### config.mk
export PLATFORM = sky130hd
export DESIGN_NAME = serial_clock_master
export DESIGN_NICKNAME = d
export VERILOG_FILES = /design/src/rtl/serial_clock_master.sv
export SDC_FILE = /design/constraint.sdc
export NUM_CORES = 1
export LEC_CHECK = 0
export ABC_AREA = 1
export BUFFER_PORTS_ARGS = -buffer_cell sky130_fd_sc_hd__buf_2
export CORE_MARGIN = 4
export CORE_UTILIZATION = 58
export DETAILED_ROUTE_END_ITERATION = 10
export PLACE_DENSITY = 0.87
export REMOVE_ABC_BUFFERS = 1
export SYNTH_ARGS = -nofsm -noshare
export SYNTH_HDL_FRONTEND = slang
export SYNTH_SLANG_ARGS = --single-unit
### constraint.sdc
create_clock -name clk -period 3.7 [get_ports clk]
set_input_delay 0.74 -clock clk [delete_from_list [all_inputs] [get_ports clk]]
set_output_delay 0.74 -clock clk [all_outputs]
set_load 0.05 [all_outputs]
### src/rtl/serial_clock_master.sv
`timescale 1ns/1ps
module serial_clock_master #(
  parameter int CODE_W   = 7,
  parameter int MIN_WORD = 32
) (
  input  logic              clk,
  input  logic              rst_n,
  input  logic              dac_tick,
  input  logic              adc_tick,
  input  logic              ndiv_tick,
  input  logic [1:0]        src_sel,
  input  logic              bdiv_pwr,
  input  logic [CODE_W-1:0] bdiv_code,
  input  logic              wdiv_pwr,
  input  logic [CODE_W-1:0] wdiv_code,
  input  logic              bclk_master,
  input  logic              wclk_master,
  input  logic              bclk_inv,
  input  logic              wclk_inv,
  input  logic              bclk_in,
  output logic              bclk_o,
  output logic              bclk_oe,
  output logic              wclk_o,
  output logic              wclk_oe,
  output logic              wdiv_err
);
  localparam int CNT_W = CODE_W + 1;
  localparam logic [CNT_W-1:0] FULL = {1'b1, {CODE_W{1'b0}}};
  localparam logic [CNT_W-1:0] MINW = CNT_W'(MIN_WORD);

  logic             src_tick;
  logic [CNT_W-1:0] b_ratio, w_ratio, w_low;
  logic [CNT_W-1:0] b_half, w_idx;
  logic             b_lvl, w_lvl, ext_prev;
  logic             w_reserved, b_wrap, b_rise, bit_edge;

  always_comb begin
    case (src_sel)
      2'b00:   src_tick = dac_tick;
      2'b01:   src_tick = adc_tick;
      2'b10:   src_tick = ndiv_tick;
      default: src_tick = 1'b0;
    endcase
  end

  assign b_ratio    = (bdiv_code == '0) ? FULL : {1'b0, bdiv_code};
  assign w_ratio    = (wdiv_code == '0) ? FULL : {1'b0, wdiv_code};
  assign w_low      = w_ratio - (w_ratio >> 1);
  assign w_reserved = (wdiv_code != '0) && ({1'b0, wdiv_code} < MINW);
  assign b_wrap     = src_tick && (b_half >= b_ratio - 1'b1);
  assign b_rise     = bdiv_pwr && b_wrap && !b_lvl;
  assign bit_edge   = bclk_master ? b_rise : (bclk_in && !ext_prev);

  always_ff @(posedge clk) begin
    if (!rst_n || !bdiv_pwr) begin
      b_half <= '0;
      b_lvl  <= 1'b0;
    end else if (src_tick) begin
      if (b_wrap) begin
        b_half <= '0;
        b_lvl  <= !b_lvl;
      end else begin
        b_half <= b_half + 1'b1;
      end
    end
  end

  always_ff @(posedge clk) begin
    if (!rst_n) ext_prev <= 1'b0;
    else        ext_prev <= bclk_in;
  end

  always_ff @(posedge clk) begin
    if (!rst_n)                     wdiv_err <= 1'b0;
    else if (wdiv_pwr && w_reserved) wdiv_err <= 1'b1;
  end

  always_ff @(posedge clk) begin
    if (!rst_n || !wdiv_pwr || w_reserved) begin
      w_idx <= '0;
      w_lvl <= 1'b0;
    end else if (bit_edge) begin
      w_lvl <= (w_idx >= w_low);
      w_idx <= (w_idx >= w_ratio - 1'b1) ? '0 : w_idx + 1'b1;
    end
  end

  assign bclk_o  = b_lvl ^ bclk_inv;
  assign wclk_o  = w_lvl ^ wclk_inv;
  assign bclk_oe = bclk_master && bdiv_pwr;
  assign wclk_oe = wclk_master && wdiv_pwr;
endmodule


==> metrics, run 1 <==
crit path capture type=flop; CTS H-Tree Depth=1; Die X=71.3 um; Row Count=22; n_diodes=0; RSZ-0062 raised after global routing=true; Final Util=0.698; antenna violations before repair=0; clk_skew=0.00263 ns; I/O pin count=33; capturing point of the worst reg2reg path=w_lvl$_SDFFE_PP0P_; Iteration-0 DRC Markers=111; reg-to-reg startpoint=b_half[3]$_SDFFE_PP0P_; Fin Hold WS=0.470 ns; max-slew violation count=0; Cells after Synth=~340; Yosys warning count=0; Worst Hold End=wdiv_err$_SDFFE_PN0P_; Yosys top cell by area=ha_1; number of port buffers=32; drt first pass iters=4; slew margin rel.=0.755; total number of vias=2,207; area share of the largest cell type after synthesis=0.221; asr flop ratio synth=0; power density over the cells=about 210 mW/mm^2; Worst Path Class, Setup=in -> reg; TritonCTS clock tree=yes; # hold bufs at CTS=0; class of the worst hold path=reg -> reg; Worst-Margin Slew=0.367 ns; Final Hold Viols=0; Distinct cells, synth=37; number of synthesized register bits=20; first-pass GRT wire length=8440 um; dpl ws=-0.00132 ns; Worst-Skew Late Latency=0.25 ns; number of global-route vias before repair=2,038; synth top area cells=ha_1 22%, dfxtp_1 17%, nand2_1 10%; Global Route Usage Sum=0.199; Die Span Y=71.3 um; Arr. time, crit path=3.55 ns; startpoint types=input port; clock-pin transition on the worst setup and hold timing paths=0.07 ns; Final nets=450; most instantiated library cell after synthesis=nand2_1; maximum vdd drop=~0.12 mV; Antenna Nets Post-Route=0; crit share post-route=0.920; Post-synth EDFFs=0; total power=0.558 mW; Fmax=294 MHz; Top FF cell, synth=dfxtp_1; Lkg Pwr=1.43 nW; wire per inst=11.7 um; gr ovfl total=0; Hold Startpoint=wdiv_err$_SDFFE_PN0P_; HPWL Detailed=4150 um; Routability Congestion=around 0.9; Synth top cells by count=64 x nand2_1, 57 x inv_1, 52 x nor2_1; clock sinks=20; synthesized area=about 0.0023 mm^2; Final setup viols=0; CTS Root Cell=clkbuf_8; Final Critical Period=3.40 ns; via density per instance=5.18; setup slack after layout=0.296 ns; layout cells sized above 1=0.175; Area Growth Syn to Fin=13.2%; Initial Utilization=0.616; maximum clock insertion buffer count=2; Mean Syn Cell Area=about 7 um^2; R2R Setup Slk=1.88 ns; pin count of the biggest net entering global routing=11; post-synthesis sequential area ratio=0.172; DRC viols=0; # Max-Cap Violations=0; die area=0.00508 mm^2; cell depth of the worst hold path=2; final WL=4980 um; R2R depth=12; status=complete, no violations; Crit Path Max Fanout=4; critical path data required time=3.84 ns; Core ar.=roughly 0.0038 mm^2; CTS Buf Count=3; layout filler cell count=~310
==> power breakdown <==
group          internal [mW]  switching, mW
Combinational         0.0761          0.120
Clock                 0.0723         0.0650
Sequential             0.220        0.00524
==> area by class of cell <==
cell class | count | area (um^2) | share of cell area
Timing Repair Buffer | 37 | 198 | 0.0751
Sequential cell | 20 | 400 | 0.152
Clock buffer | 3 | 41.3 | 0.0157
Inverter | 60 | 228 | 0.0865
Tap cell | 48 | 60.1 | 0.0228
Multi-Input combinational cell | 258 | 1700 | 0.648
==> registers in the layout (all words and copies together), names as in the netlist <==
signal	flops
b_half	8
b_lvl	1
ext_prev	1
w_idx	8
w_lvl	1
wdiv_err	1
==> how the worst max path moves through the flow <==
stage                      start                     to  cells after the start
global route        wdiv_code[0]     w_lvl$_SDFFE_PP0P_                     23
CTS                 wdiv_code[0]     w_lvl$_SDFFE_PP0P_                     23
detailed placement  wdiv_code[0]  w_idx[6]$_SDFFE_PP0P_                     23
finish              wdiv_code[0]     w_lvl$_SDFFE_PP0P_                     23
global placement    wdiv_code[0]     w_lvl$_SDFFE_PP0P_                     23
floorplan           wdiv_code[0]  w_idx[6]$_SDFFE_PP0P_                     21
==> repair_timing <==
action | CTS | global route
resized for setup | 0 | 8
setup buffers | 0 | 0
endpoints found under the setup margin | 0 | 9
hold endpoints to repair | 0 | 0
==> cell families after synthesis <==
kind of cell               Yosys count  synth area share
DFF                                 20             0.172
and+or+nand+nor                    166             0.342
adders and majority gates           42             0.229
buffers and inverters               63             0.103
xor gates and xnor gates            21            0.0792
AOI/OAI and AO/OA                   29            0.0732
==> worst max-delay path, cell delays in order <==
cell and delay, ns:
buf_2 0.11, inv_1 0.11, ha_2 0.21, nand2_1 0.08
nor2_2 0.12, nand2_2 0.06, inv_1 0.11, nor2_1 0.06
buf_4 0.14, fa_1 0.43, o21ai_1 0.14, nand2_1 0.06
nand2_1 0.09, a21oi_1 0.07, nor2_1 0.09, nor2_1 0.06
xnor2_1 0.12, ha_1 0.27, nand2_1 0.08, o21a_1 0.13
nand3_1 0.07, nor2_1 0.13, nor2_1 0.07
==> placed cells by master (no fill, tap or decap), types with 2 or more instances in the layout <==
| cell | netlist | final |
|---|---|---|
| xor2_1 | 14 | 14 |
| inv_2 | 2 | 2 |
| nand4_1 | 4 | 4 |
| nand2_1 | 64 | 64 |
| nor2_2 | 2 | 2 |
| dfxtp_1 | 20 | 20 |
| nand3_2 | 3 | 4 |
| xnor2_1 | 7 | 7 |
| nor2_1 | 52 | 52 |
| clkbuf_8 | 0 | 3 |
| a21o_1 | 2 | 2 |
| buf_4 | 0 | 5 |
| buf_2 | 1 | 32 |
| nor3_1 | 5 | 5 |
| nand2_4 | 2 | 2 |
| nand3b_1 | 4 | 4 |
| a21oi_1 | 15 | 14 |
| nand2_2 | 4 | 4 |
| inv_1 | 57 | 57 |
| o31ai_1 | 2 | 2 |
| nand3_1 | 16 | 15 |
| o21ai_0 | 6 | 3 |
| ha_1 | 41 | 40 |
| o21ai_1 | 1 | 3 |
| or2_1 | 2 | 2 |
==> per-stage QoR <==
step / cells / area (um^2) / setup TNS (ns)
floorplan: 338 / 2310 / 0
global placement: 423 / 2570 / 0
detailed placement: 423 / 2570 / -0.00132
CTS: 426 / 2610 / 0
global route: 426 / 2630 / -0.0549
finish: 426 / 2630 / 0
==> routing by layer <==
metal | up-vias | routed length (um) | track usage
li1 | 1150 | - | -
met1 | 993 | 2230 | 0.252
met2 | 52 | 2410 | 0.355
met3 | 12 | 238 | 0.0126
met4 | 0 | 99 | 0.0647
met5 | - | 0 | 0
No activity file was read; power rests on OpenSTA's default activity.
==> run 2, diff against run 1 <==
--- a/config.mk
+++ b/config.mk
@@ -8,9 +8,10 @@
 export ABC_AREA = 1
 export BUFFER_PORTS_ARGS = -buffer_cell sky130_fd_sc_hd__buf_2
 export CORE_MARGIN = 4
-export CORE_UTILIZATION = 58
+export CORE_UTILIZATION = 49
 export DETAILED_ROUTE_END_ITERATION = 10
-export PLACE_DENSITY = 0.87
+export MAX_ROUTING_LAYER = met4
+export PLACE_DENSITY = 0.76
 export REMOVE_ABC_BUFFERS = 1
 export SYNTH_ARGS = -nofsm -noshare
 export SYNTH_HDL_FRONTEND = slang
==> run 2 against run 1 <==
  * Global-route usage is 2.3 points lower
  * Cell area increased by 0.19%
  * Clock power rose by 4%
  * Die area is 16% higher
  * Final cell count grew 1.2%
  * Combinational power is essentially flat
  * Sequential share of layout area barely moved
  * Critical endpoint unchanged
  * Flip-flop and latch count did not move
  * Power up 0.69%
  * Critical path depth unchanged
  * Register-to-register slack improved by 0.02 ns
  * Via count shrank 3.4%
==> metrics, run 2 (synthesis gave the netlist of run 1 again) <==
status=complete, no violations; drt first pass iters=4; met3 wire length=242 um; slew margin rel.=0.774; Fmax=between 200 and 300 MHz; power density over the cells=213 mW/mm^2; total number of vias=2,132; max-slew violation count=0; I/O pin count=33; placed instance count=428; crit path capture type=flop; class of the worst hold path=reg -> reg; Routability Congestion=approximately 0.89; die area=0.00591 mm^2; startpoint types=input port; antenna violations before repair=0; clock sinks=20; Initial Utilization=0.519; setup TNS=0 ns; Row Count=24; layout cells sized above 1=0.177; maximum vdd drop=0.129 mV; met2 wire length=2120 um; CTS Buf Count=3; number of global-route vias before repair=2,114; Area Growth Syn to Fin=13.5%; first-pass GRT wire length=8510 um; gr ovfl total=0; TritonCTS clock tree=yes; CTS H-Tree Depth=1; maximum clock insertion buffer count=2; RSZ-0062 raised after global routing=false; n_diodes=0; Final Critical Period=around 3.4 ns; Die Span Y=76.9 um; clock-pin transition on the worst setup and hold timing paths=around 0.070 ns; most common cell after layout, fill and taps aside=nand2_1; Worst-Skew Late Latency=0.26 ns; Crit Path Max Fanout=4; met1 WL=2350 um; Global Route Usage Sum=0.176; Antenna Nets Post-Route=0; HPWL Detailed=between 4000 and 5000 um; clk_skew=0.00187 ns; # Max-Cap Violations=0; wire per inst=roughly 11 um; CTS Root Cell=clkbuf_8; Largest regs=b_half (8), w_idx (8); most frequent cells in the layout=64 x nand2_1, 56 x inv_1, 50 x nor2_1; via density per instance=4.95; number of port buffers=32; Final nets=451; Final Hold Viols=0; critical path data required time=3.86 ns; Die X=76.9 um; Arr. time, crit path=3.59 ns; final WL=just under 5000 um; Lkg Pwr=1.44 nW; Worst Path Class, Setup=in -> reg; crit share post-route=0.929; fin cells=431; max layer used=met4; Iteration-0 DRC Markers=64; Worst-Margin Slew=0.336 ns; layout filler cell count=429; DRC viols=0; pin count of the biggest net entering global routing=11; Final setup viols=0; Core ar.=0.00447 mm^2
run 2: timing repair:
action,in CTS,in global routing
hold buffers,0,0
buffers inserted,0,0
endpoints found under the hold margin,0,0
endpoints found under the setup margin,0,7
resized for setup,0,5
run 2: layout make-up:
cell class,instances,area (um^2),area share
sequential,20,400,0.152
tap,52,65.1,0.0247
timing repair buffer,38,205,0.0778
clock buffer,3,41.3,0.0157
multi-input combinational,258,1700,0.644
inverter,60,228,0.0864
run 2: layer usage:
layer / track usage / vias up
met2: 0.290 / 45
met3: 0.0258 / 13
met4: 0.0779 / 0
met5: - / -
li1: - / 1156
met1: 0.212 / 918
run 2: per-stage QoR:
stage	hold slack (ns)	setup WS [ns]	area (um^2)	utilization	power, mW
floorplan	0.462	0.271	2310	-	0.365
global placement	0.458	0.0763	2580	0.577	0.416
detailed placement	0.449	-0.0129	2580	0.577	0.422
CTS	0.467	0.254	2620	0.586	0.564
global route	0.505	0.0111	2640	0.589	0.605
finish	0.469	0.264	2640	0.589	0.562
run 2: path summary, 6_finish.rpt:
path,startpoint,endpoint,slack (ns),cells after the start
setup / recovery,wdiv_code[0],w_lvl$_SDFFE_PP0P_,0.26,23
hold / removal,wdiv_err$_SDFFE_PN0P_,wdiv_err$_SDFFE_PN0P_,0.47,2
setup reg to reg,b_half[0]$_SDFFE_PP0P_,w_lvl$_SDFFE_PP0P_,1.90,13
hold reg to reg,wdiv_err$_SDFFE_PN0P_,wdiv_err$_SDFFE_PN0P_,0.47,2
run 2: power breakdown:
part / internal (mW) / switching, mW / leakage [nW]
clock: 0.0726 / 0.0698 / 0.0216
sequential: 0.220 / 0.00490 / 0.162
combinational: 0.0762 / 0.119 / 1.25
total: 0.368 / 0.193 / 1.44
run 2: critical path, stage by stage:
cell	delay (ns)
buf_2	0.10
inv_1	0.10
ha_1	0.20
nand2_1	0.09
nor2_2	0.12
nand2_2	0.07
inv_2	0.08
nor2_1	0.06
buf_4	0.14
fa_1	0.42
o21ai_0	0.17
nand2_1	0.08
nand2_1	0.10
a21oi_1	0.08
nor2_1	0.10
nor2_1	0.06
xnor2_1	0.12
ha_1	0.26
nand2_1	0.10
o21a_1	0.13
nand3_1	0.07
nor2_1	0.13
nor2_1	0.06
==> run 3, diff against run 2 <==
--- a/config.mk
+++ b/config.mk
@@ -5,7 +5,6 @@
 export SDC_FILE = /design/constraint.sdc
 export NUM_CORES = 1
 export LEC_CHECK = 0
-export ABC_AREA = 1
 export BUFFER_PORTS_ARGS = -buffer_cell sky130_fd_sc_hd__buf_2
 export CORE_MARGIN = 4
 export CORE_UTILIZATION = 49
==> run 3 against run 2 <==
  * Maximum frequency is 0.79% higher
  * Via count is 2.9% higher
  * Critical path type unchanged
  * Highest routed layer unchanged
  * Combinational power is 5% lower
==> metrics, run 3 <==
number of global-route vias before repair=2,083; R2R Setup Slk=1.62 ns; CTS H-Tree Depth=1; most instantiated library cell after synthesis=ha_1; Core ar.=0.00441 mm^2; maximum vdd drop=between 0.1 and 0.15 mV; capturing point of the worst reg2reg path=w_idx[1]$_SDFFE_PP0P_; number of port buffers=32; slew margin rel.=0.572; Final setup viols=0; Placed Area=0.00262 mm^2; clk_skew=between 0.008 and 0.009 ns; largest family of logic cells by synthesized area=simple AND/OR/NAND/NOR gates; Antenna Nets Post-Route=0; synthesized area=0.00228 mm^2; I/O pin count=33; Worst Path Class, Setup=in -> reg; pin count of the biggest net entering global routing=19; post-synthesis sequential area ratio=0.176; class of the worst hold path=reg -> reg; placed instance count=383; CTS Buf Count=3; die area=0.00580 mm^2; Largest regs=b_half (8), w_idx (8); status=complete, no violations; number of synthesized register bits=20; Reg area=400 um^2; total number of vias=2,193; RSZ-0062 raised after global routing=false; clock sinks=20; synthesized-area fraction occupied by adder cells=0.234; post-synthesis compound-gate area fraction=0.187; most common cell after layout, fill and taps aside=ha_1; critical path data required time=about 3.8 ns; Fmax=293 MHz; max-slew violation count=0; wire per inst=13.5 um; Synth Area in XOR/XNOR=0.0846; first-pass GRT wire length=slightly above 9000 um; simple-gate share of the synthesized area=0.253; Yosys top cell by area=ha_1; Yosys warning count=0; drt first pass iters=4; reg-to-reg startpoint=b_half[3]$_SDFFE_PP0P_; Distinct cells, synth=48; Final nets=roughly 410; Synth top cells by count=41 x ha_1, 28 x nand2_1, 21 x inv_1; Top FF cell, synth=dfxtp_1; Area Growth Syn to Fin=18.8%; Die X=approximately 76 um; Worst Hold End=w_lvl$_SDFFE_PP0P_; CTS Root Cell=clkbuf_8; post-synthesis mux area share=0.0176; area share of the largest cell type after synthesis=0.225; antenna violations before repair=0; Die Span Y=76.2 um; post-route cell area=between 0.002 and 0.003 mm^2; layout cells sized above 1=0.203; Worst-Margin Slew=around 0.64 ns; Lkg Pwr=1.25 nW; Crit Path Max Fanout=4; TritonCTS clock tree=yes; gr ovfl total=0; DRC viols=0; Arr. time, crit path=3.54 ns; via density per instance=between 5 and 6; cell depth of the worst hold path=2; area of the multi-input gates=approximately 0.0018 mm^2; crit path capture type=flop; synth top area cells=ha_1 23%, dfxtp_1 18%, xnor2_1 5.0%; Final Hold Viols=0; Mean Syn Cell Area=7.93 um^2; Hold Startpoint=w_lvl$_SDFFE_PP0P_; layout filler cell count=400; Global Route Usage Sum=0.188; n_diodes=0; final WL=between 5000 and 6000 um; crit share post-route=0.921; fin cells=approximately 390; Worst-Skew Late Latency=0.26 ns; asr flop ratio synth=0; Post-CTS Setup Bufs=0; startpoint types=input port; HPWL Detailed=4290 um; most frequent cells in the layout=41 x ha_1, 32 x buf_2, 28 x nand2_1; # Max-Cap Violations=0; Initial Utilization=0.516; # hold bufs at CTS=0; Row Count=24; power density over the cells=~230 mW/mm^2; maximum clock insertion buffer count=2; Final Critical Period=roughly 3.4 ns; Post-synth EDFFs=0; Cells after Synth=around 290; Routability Congestion=between 0.8 and 0.9; R2R depth=6; Iteration-0 DRC Markers=about 260; clock-pin transition on the worst setup and hold timing paths=0.07 ns
run 3: cells by family (layout without fill, tap and decap cells):
| logic type | after synthesis | after routing |
|---|---|---|
| flops | 20 | 20 |
| mux | 4 | 4 |
| xor+xnor | 22 | 22 |
| simple gates | 112 | 112 |
| buf+inv | 28 | 76 |
| compound gates | 59 | 59 |
| fa+ha+maj | 42 | 42 |
run 3: repair_timing:
action                                  4_1_cts  5_1_grt
hold endpoints to repair                      0        0
endpoints found under the setup margin        0        2
resized for setup                             0        5
run 3: area by class of cell:
class / count / share of cell area
well taps: 52 / 0.0240
flip-flops and latches: 20 / 0.148
inverters: 21 / 0.0291
clock inverters: 1 / 0.0111
multi-input cells: 239 / 0.661
repair buffers: 51 / 0.112
clock buffers: 3 / 0.0153
run 3: worst max-delay path by stage:
stage                             from            endpoint  slack (ns)  cells after the start
final                     wdiv_code[3]  w_lvl$_SDFFE_PP0P_        0.29                     18
after global routing      wdiv_code[3]  w_lvl$_SDFFE_PP0P_        0.02                     19
after CTS                 wdiv_code[3]  w_lvl$_SDFFE_PP0P_        0.17                     18
after detailed placement  wdiv_code[3]  w_lvl$_SDFFE_PP0P_       -0.09                     19
after global placement    wdiv_code[3]  w_lvl$_SDFFE_PP0P_        0.03                     19
after floorplan           wdiv_code[0]  w_lvl$_SDFFE_PP0P_       0.009                     17
run 3: metal layers:
metal	part of all wire	GRT usage	wire length [um]
met1	0.47	0.249	2460
met2	0.46	0.297	2420
met3	0.048	0.0201	251
met4	0.015	0.0647	78
met5	0	-	0
run 3: critical path, stage by stage:
cell	delay, ns
buf_2	0.08
inv_1	0.05
ha_1	0.18
and3b_1	0.19
nand2_1	0.11
nand2_1	0.12
ha_1	0.31
o21bai_1	0.18
a21oi_2	0.08
o21bai_1	0.16
a21oi_2	0.09
xnor2_1	0.12
ha_1	0.30
a2111oi_2	0.36
buf_4	0.17
nand2b_1	0.05
o211ai_1	0.17
mux2i_1	0.09
run 3: metrics by stage:
step	setup TNS [ns]	hold slack [ns]	setup WS [ns]	util	total power [mW]
6_report	0	0.494	0.291	0.613	0.628
5_1_grt	0	0.507	0.0245	0.613	0.664
4_1_cts	0	0.500	0.169	0.609	0.627
3_5_place_dp	-0.0916	0.490	-0.0916	0.592	0.407
3_3_place_gp	0	0.478	0.0311	0.592	0.401
2_1_floorplan	0	0.446	0.00882	-	0.342
run 3: power by group:
part           leakage (nW)  internal, mW  switching [mW]  total, mW
logic                  1.05        0.0810           0.105      0.186
clock network        0.0357         0.144          0.0780      0.222
registers             0.162         0.217         0.00203      0.219
